### src/rtl/gcs_pkg.sv
package gcs_pkg;

    localparam int WORD_W     = 32;
    localparam int ADDR_BITS  = 3;
    localparam int ADDR_IN_W  = 8;
    localparam logic [ADDR_IN_W-1:0] REG_READ_ADDR = 8'hFF;
    // opcode (2) + password + separator + data + address
    localparam int FRAME_MAX  = 2 + WORD_W + 1 + WORD_W + ADDR_BITS;
    localparam int LEN_W      = $clog2(FRAME_MAX + 1);

    typedef enum logic [1:0] {
        CMD_RESET    = 2'b00,
        CMD_WRITE    = 2'b01,
        CMD_READ     = 2'b10,
        CMD_READ_ALT = 2'b11
    } cmd_e;

    typedef enum logic [2:0] {
        ST_IDLE,
        ST_START_GAP,
        ST_BIT_ON,
        ST_BIT_GAP,
        ST_SETTLE,
        ST_ACQUIRE,
        ST_PROGRAM
    } state_e;

endpackage

### src/rtl/gcs_framer.sv
module gcs_framer
    import gcs_pkg::*;
(
    input  cmd_e                   cmd_kind,
    input  logic                   page_sel,
    input  logic [ADDR_IN_W-1:0]   blk_addr,
    input  logic [WORD_W-1:0]      wr_data,
    input  logic [WORD_W-1:0]      password,
    input  logic                   pwd_mode,
    output logic [FRAME_MAX-1:0]   frame,
    output logic [LEN_W-1:0]       frame_len
);

    logic [FRAME_MAX-1:0] acc;
    logic [LEN_W-1:0]     n;
    logic [ADDR_BITS-1:0] addr_bits;
    logic                 reg_read;

    assign addr_bits = blk_addr[ADDR_BITS-1:0];
    assign reg_read  = (blk_addr == REG_READ_ADDR);

    // Accumulate bits right-aligned, then left-align so the first bit is the MSB.
    always_comb begin
        acc = '0;
        n   = '0;
        if (cmd_kind == CMD_RESET) begin
            n = LEN_W'(2);
        end else begin
            acc = FRAME_MAX'({1'b1, page_sel});
            n   = LEN_W'(2);
            if (pwd_mode) begin
                acc = (acc << WORD_W) | FRAME_MAX'(password);
                n   = n + LEN_W'(WORD_W);
            end
            acc = acc << 1;
            n   = n + LEN_W'(1);
            if (cmd_kind == CMD_WRITE) begin
                acc = (acc << WORD_W) | FRAME_MAX'(wr_data);
                n   = n + LEN_W'(WORD_W);
                acc = (acc << ADDR_BITS) | FRAME_MAX'(addr_bits);
                n   = n + LEN_W'(ADDR_BITS);
            end else if (!reg_read) begin
                acc = (acc << ADDR_BITS) | FRAME_MAX'(addr_bits);
                n   = n + LEN_W'(ADDR_BITS);
            end
        end
    end

    assign frame     = acc << (LEN_W'(FRAME_MAX) - n);
    assign frame_len = n;

endmodule

### src/rtl/gcs_bitq.sv
module gcs_bitq
    import gcs_pkg::*;
(
    input  logic                 clk,
    input  logic                 rst_n,
    input  logic                 load,
    input  logic                 shift,
    input  logic [FRAME_MAX-1:0] frame_in,
    input  logic [LEN_W-1:0]     len_in,
    output logic                 cur_bit,
    output logic                 next_bit,
    output logic                 last_bit
);

    logic [FRAME_MAX-1:0] sr_q;
    logic [LEN_W-1:0]     remain_q;

    always_ff @(posedge clk) begin
        if (!rst_n) begin
            sr_q     <= '0;
            remain_q <= '0;
        end else if (load) begin
            sr_q     <= frame_in;
            remain_q <= len_in;
        end else if (shift) begin
            sr_q     <= sr_q << 1;
            remain_q <= remain_q - LEN_W'(1);
        end
    end

    assign cur_bit  = sr_q[FRAME_MAX-1];
    assign next_bit = sr_q[FRAME_MAX-2];
    assign last_bit = (remain_q == LEN_W'(1));

endmodule

### src/rtl/gcs_interval.sv
module gcs_interval #(
    parameter int CNT_W = 16
) (
    input  logic             clk,
    input  logic             rst_n,
    input  logic             tick,
    input  logic             load,
    input  logic [CNT_W-1:0] load_val,
    output logic             expired
);

    logic [CNT_W-1:0] cnt_q;

    // A load of N-1 makes the interval last exactly N ticks.
    always_ff @(posedge clk) begin
        if (!rst_n) begin
            cnt_q <= '0;
        end else if (load) begin
            cnt_q <= load_val;
        end else if (tick && (cnt_q != '0)) begin
            cnt_q <= cnt_q - 1'b1;
        end
    end

    assign expired = tick && (cnt_q == '0);

endmodule

### src/rtl/gcs_seq.sv
module gcs_seq
    import gcs_pkg::*;
#(
    parameter int START_TICKS   = 50,
    parameter int ZERO_ON_TICKS = 18,
    parameter int ONE_ON_TICKS  = 54,
    parameter int GAP_TICKS     = 20,
    parameter int SETTLE_TICKS  = 15,
    parameter int PROGRAM_TICKS = 2500,
    parameter int ACQ_W         = 16
) (
    input  logic                 clk,
    input  logic                 rst_n,
    input  logic                 tick,
    input  logic                 start,
    input  logic [1:0]           cmd_kind,
    input  logic                 page_sel,
    input  logic [ADDR_IN_W-1:0] blk_addr,
    input  logic [WORD_W-1:0]    wr_data,
    input  logic [WORD_W-1:0]    password,
    input  logic                 pwd_mode,
    input  logic [ACQ_W-1:0]     acq_ticks,
    output logic                 field_on,
    output logic                 acq_window,
    output logic                 busy
);

    localparam int PROG_W = $clog2(PROGRAM_TICKS + 1);
    localparam int CNT_W  = (ACQ_W > PROG_W) ? ACQ_W : PROG_W;

    state_e               state_q, state_d;
    cmd_e                 cmd_q;
    logic [ACQ_W-1:0]     acq_q;
    logic                 tmr_load;
    logic [CNT_W-1:0]     tmr_val;
    logic                 expired;
    logic                 q_load, q_shift;
    logic                 cur_bit, next_bit, last_bit;
    logic [FRAME_MAX-1:0] frame;
    logic [LEN_W-1:0]     frame_len;

    function automatic logic [CNT_W-1:0] on_len(input logic b);
        return b ? CNT_W'(ONE_ON_TICKS - 1) : CNT_W'(ZERO_ON_TICKS - 1);
    endfunction

    gcs_framer u_framer (
        .cmd_kind  (cmd_e'(cmd_kind)),
        .page_sel  (page_sel),
        .blk_addr  (blk_addr),
        .wr_data   (wr_data),
        .password  (password),
        .pwd_mode  (pwd_mode),
        .frame     (frame),
        .frame_len (frame_len)
    );

    gcs_bitq u_bitq (
        .clk      (clk),
        .rst_n    (rst_n),
        .load     (q_load),
        .shift    (q_shift),
        .frame_in (frame),
        .len_in   (frame_len),
        .cur_bit  (cur_bit),
        .next_bit (next_bit),
        .last_bit (last_bit)
    );

    gcs_interval #(.CNT_W(CNT_W)) u_timer (
        .clk      (clk),
        .rst_n    (rst_n),
        .tick     (tick),
        .load     (tmr_load),
        .load_val (tmr_val),
        .expired  (expired)
    );

    // State register and command latch.
    always_ff @(posedge clk) begin
        if (!rst_n) begin
            state_q <= ST_IDLE;
            cmd_q   <= CMD_RESET;
            acq_q   <= '0;
        end else begin
            state_q <= state_d;
            if (state_q == ST_IDLE && start) begin
                cmd_q <= cmd_e'(cmd_kind);
                acq_q <= acq_ticks;
            end
        end
    end

    // Next state, timer loads and bit queue control.
    always_comb begin
        state_d  = state_q;
        tmr_load = 1'b0;
        tmr_val  = '0;
        q_load   = 1'b0;
        q_shift  = 1'b0;
        unique case (state_q)
            ST_IDLE: begin
                if (start) begin
                    state_d  = ST_START_GAP;
                    tmr_load = 1'b1;
                    tmr_val  = CNT_W'(START_TICKS - 1);
                    q_load   = 1'b1;
                end
            end
            ST_START_GAP: begin
                if (expired) begin
                    state_d  = ST_BIT_ON;
                    tmr_load = 1'b1;
                    tmr_val  = on_len(cur_bit);
                end
            end
            ST_BIT_ON: begin
                if (expired) begin
                    state_d  = ST_BIT_GAP;
                    tmr_load = 1'b1;
                    tmr_val  = CNT_W'(GAP_TICKS - 1);
                end
            end
            ST_BIT_GAP: begin
                if (expired) begin
                    tmr_load = 1'b1;
                    if (!last_bit) begin
                        state_d = ST_BIT_ON;
                        q_shift = 1'b1;
                        tmr_val = on_len(next_bit);
                    end else if (cmd_q == CMD_WRITE) begin
                        state_d = ST_PROGRAM;
                        tmr_val = CNT_W'(PROGRAM_TICKS - 1);
                    end else begin
                        state_d = ST_SETTLE;
                        tmr_val = CNT_W'(SETTLE_TICKS - 1);
                    end
                end
            end
            ST_SETTLE: begin
                if (expired) begin
                    if (acq_q == '0) begin
                        state_d = ST_IDLE;
                    end else begin
                        state_d  = ST_ACQUIRE;
                        tmr_load = 1'b1;
                        tmr_val  = CNT_W'(acq_q) - 1'b1;
                    end
                end
            end
            ST_ACQUIRE: begin
                if (expired) state_d = ST_IDLE;
            end
            ST_PROGRAM: begin
                if (expired) state_d = ST_IDLE;
            end
            default: state_d = ST_IDLE;
        endcase
    end

    // Moore outputs.
    always_comb begin
        field_on   = 1'b0;
        acq_window = 1'b0;
        busy       = (state_q != ST_IDLE);
        unique case (state_q)
            ST_BIT_ON, ST_SETTLE, ST_PROGRAM: field_on = 1'b1;
            ST_ACQUIRE: begin
                field_on   = 1'b1;
                acq_window = 1'b1;
            end
            default: field_on = 1'b0;
        endcase
    end

endmodule

### config.mk
export PLATFORM = sky130hd
export DESIGN_NAME = gcs_seq
export DESIGN_NICKNAME = d
export VERILOG_FILES = /design/src/rtl/gcs_pkg.sv /design/src/rtl/gcs_framer.sv /design/src/rtl/gcs_bitq.sv /design/src/rtl/gcs_interval.sv /design/src/rtl/gcs_seq.sv
export SDC_FILE = /design/constraint.sdc
export NUM_CORES = 1
export LEC_CHECK = 0
export ABC_AREA = 1
export BUFFER_PORTS_ARGS = -buffer_cell sky130_fd_sc_hd__buf_4
export CORE_MARGIN = 5
export CORE_UTILIZATION = 66
export CTS_BUF_LIST = sky130_fd_sc_hd__clkbuf_2
export DETAILED_ROUTE_END_ITERATION = 7
export GPL_ROUTABILITY_DRIVEN = 0
export HOLD_SLACK_MARGIN = 0.03
export PLACE_DENSITY_LB_ADDON = 0.1
export RECOVER_POWER = 100
export SYNTH_ARGS = -nofsm -noshare
export SYNTH_HDL_FRONTEND = slang
export SYNTH_HIERARCHICAL = 1
export SYNTH_SLANG_ARGS = --single-unit
### constraint.sdc
create_clock -name clk -period 5.3 [get_ports clk]
set_input_delay 0 -clock clk [delete_from_list [all_inputs] [get_ports clk]]
set_output_delay 0 -clock clk [all_outputs]
set_load 0.005 [all_outputs]
==> flow_summary.toml <==
[outcome]
run_status = "finished, violations left"
violations = "design-rule violations"

[yosys]
synth_area_per_cell_sq_um = 5.83
yosysSeqAreaShare = 0.261
ys.flop_type = "dfxtp_1"
yosys_warnings = 6
synthCells = 1498
syn_area_sq_um = 8740
ys_ff_latch = 114
ys_types = 47
synth_edf_count = 0
async_flop_share = 0

[critical_path]
cp_slowest_cell = "nand2_1"
crit_chain = "inv_1 > ha_1 > nand3_1 > nor2_1 > nand2_1 > nor3_1 > nand3_1 > nor2_1 > nand3_4 > nand2_1 > inv_1 > nand2_1 > inv_1 > nor2_1 > nor2_1"
cpMostUsedCell = "nor2_1"
worstPathArrival_ps = 5090
required_ps = 5900
max_stage_delay_ps = 640
critPathMaxFanout = 25
worstSetupStartpointType = "flip-flop"
critical_path_class = "flip-flop to flip-flop"
end_kind = "flip-flop"

[min_path]
hold_class = "input pin to flip-flop"

[clock_network]
ctsHoldBuffers = 146
clk_transition_reported_paths_ps = 210
cts-root-buf = "clkbuf_2"
cts_resized = 0
cts.path.max_buffers = 2
cts_buffers = 17
cts_sinks = 114
cts_tree = "done"
insertion_delay_ps = 710
cts_setup_buffers = 0
h-tree-depth = 4

[placed_design]
placed_cells = 1694
dp_hpwl_mm = 17.9
io_buffer_count = 98

[global_routing]
grt_util_met2 = 0.615
grt_use_met3 = 0.0759
grtUsageTotal = 0.366
top_usage_layer = "met2"
met1_usage = 0.435
antenna_found_initial = 1
grt_pass1_wl_mm = 48.2
grt_pass1_vias = 10283
grt_max_degree = 99
grt.overflow.total = 0

[timing]
relSlewSlack = 0.0164
max_freq_mhz = 223
maxSlewViolCount = 0
hold_viol = 0
rsz0062_at_grt = "false"
fin_tns_setup_ps = 0
setup_viol = 0
worstMarginPinSlew_ps = 1480
period_share = 0.847
period_minus_slack_ps = 4490
finalClockSkew_ps = 40.5
holdWs_ps = 154

[cells_and_area]
fillCellCount = 903
multi_input_area_sq_um = 5060
fin_util = 0.827
finalNetCount = 1785
final_layout_size_suffix_gt1_frac = 0.107
area_delta_synth_final_pct = 24.3
final_cells = 1873
register_area_sq_um = 2280

[floorplan]
rows = 42
die_w_microns = 125
die_area_sq_um = 15600
die_y_microns = 125
core-area_sq_um = 13100
io_pins = 99
initial_core_util = 0.665

[power]
leakagePower_nw = 5.46
vdd_ir_drop_max_mv = 0.146
power.total_mw = 2.57
power_density_nw_per_um2 = 236

[route]
postRouteAntennaNets = 0
wl_mm = 29.6
drc = 4
wl_per_cell_microns = 15.8
viasPerCell = 5.90
dr.pass1.iters = 8
drt_iter0_drc = 1564
vias = 11051

[run]
drv_cap = 0
-- critical path: cells and delay by family, from the launching register on --
family / cells / cell delay [ps]
fa+ha+maj: 1 / 200
buf+inv: 3 / 840
simple gates: 11 / 2960
flops: 1 / 370
-- path summary, 6_finish.rpt --
path,start,to,slack [ps],cells past startpoint
max,u_timer/cnt_q[0],u_timer/cnt_q[8],810,15
min,wr_data[28],u_bitq/sr_q[34],150,11
max reg2reg,u_timer/cnt_q[0],u_timer/cnt_q[8],810,15
min reg2reg,u_bitq/sr_q[0],u_bitq/sr_q[0],480,2
-- Yosys cell counts, types with 3 or more instances --
library cell | count | share of area
o21ai_2 | 4 | 0.0040
a21oi_1 | 63 | 0.036
nand2_4 | 3 | 0.0039
nor2_2 | 10 | 0.0072
o221ai_1 | 16 | 0.016
nand3_1 | 169 | 0.097
nand4_1 | 5 | 0.0036
o21ai_1 | 19 | 0.011
nand2_1 | 421 | 0.18
buf_4 | 7 | 0.0060
dfxtp_1 | 114 | 0.26
a31oi_1 | 16 | 0.011
nand2_2 | 7 | 0.0050
inv_1 | 212 | 0.091
nor2_1 | 168 | 0.072
o21ai_0 | 100 | 0.057
inv_2 | 12 | 0.0052
o221ai_2 | 7 | 0.012
buf_2 | 46 | 0.026
ha_1 | 6 | 0.0086
a22oi_1 | 9 | 0.0077
clkbuf_1 | 19 | 0.0082
nand3b_1 | 3 | 0.0026
nor3_1 | 4 | 0.0023
nand3_2 | 5 | 0.0057
buf_6 | 10 | 0.013
xor2_1 | 11 | 0.011
-- cell families (layout without fill, tap and decap cells) --
family / after synthesis / after routing / share of synthesized area
AOI/OAI and AO/OA: 248 / 248 / 0.170
xor gates and xnor gates: 12 / 12 / 0.0120
adders and majority gates: 6 / 6 / 0.00859
buffers and inverters: 310 / 507 / 0.151
DFF: 114 / 114 / 0.261
other: 2 / 4 / 0.000859
and+or+nand+nor: 806 / 806 / 0.396
-- layer usage --
layer | vias to the layer above | wire, microns
met5 | - | 0
met3 | 190 | 3280
met4 | 0 | 1710
met1 | 4857 | 11000
li1 | 5131 | -
met2 | 873 | 13600
-- sequential cells by signal, indices dropped and copies added, names as in the netlist --
register and flops:
acq_q 16, u_bitq/sr_q 70, state_q 3, u_bitq/remain_q 7
cmd_q 2, u_timer/cnt_q 16
-- cell usage in the layout, fill, tap and decap left out, drive strengths merged, types with 16 or more instances in the layout --
master	Yosys	routed
a21oi	64	64
a31oi	16	16
buf	65	102
clkbuf	19	18
dfxtp	114	114
dlygate4sd3	0	146
inv	224	227
nand2	431	431
nand3	176	176
nor2	181	181
o21ai	123	123
o221ai	23	23
-- report_power, final --
part / leakage, nW / switching (mW) / internal (mW)
registers: 0.931 / 0.0656 / 0.935
clock network: 0.119 / 0.376 / 0.171
logic: 4.41 / 0.626 / 0.396
-- layout make-up --
type | instances | area share
multi-input combinational | 1075 | 0.465
sequential | 114 | 0.210
timing repair buffer | 249 | 0.205
inverter | 226 | 0.0781
tap | 176 | 0.0203
clock inverter | 15 | 0.0127
clock buffer | 17 | 0.00783
antenna | 1 | 0.000230
-- metrics by stage --
| step | instance area [sq um] | worst slack (ps) |
|---|---|---|
| 2_1_floorplan | 8740 | 2640 |
| 3_3_place_gp | 9270 | 1700 |
| 3_5_place_dp | 9270 | 1570 |
| 4_1_cts | 11000 | 1350 |
| 5_1_grt | 10900 | 498 |
| 6_report | 10900 | 809 |
Note: power is estimated with default switching activity, not from simulation.
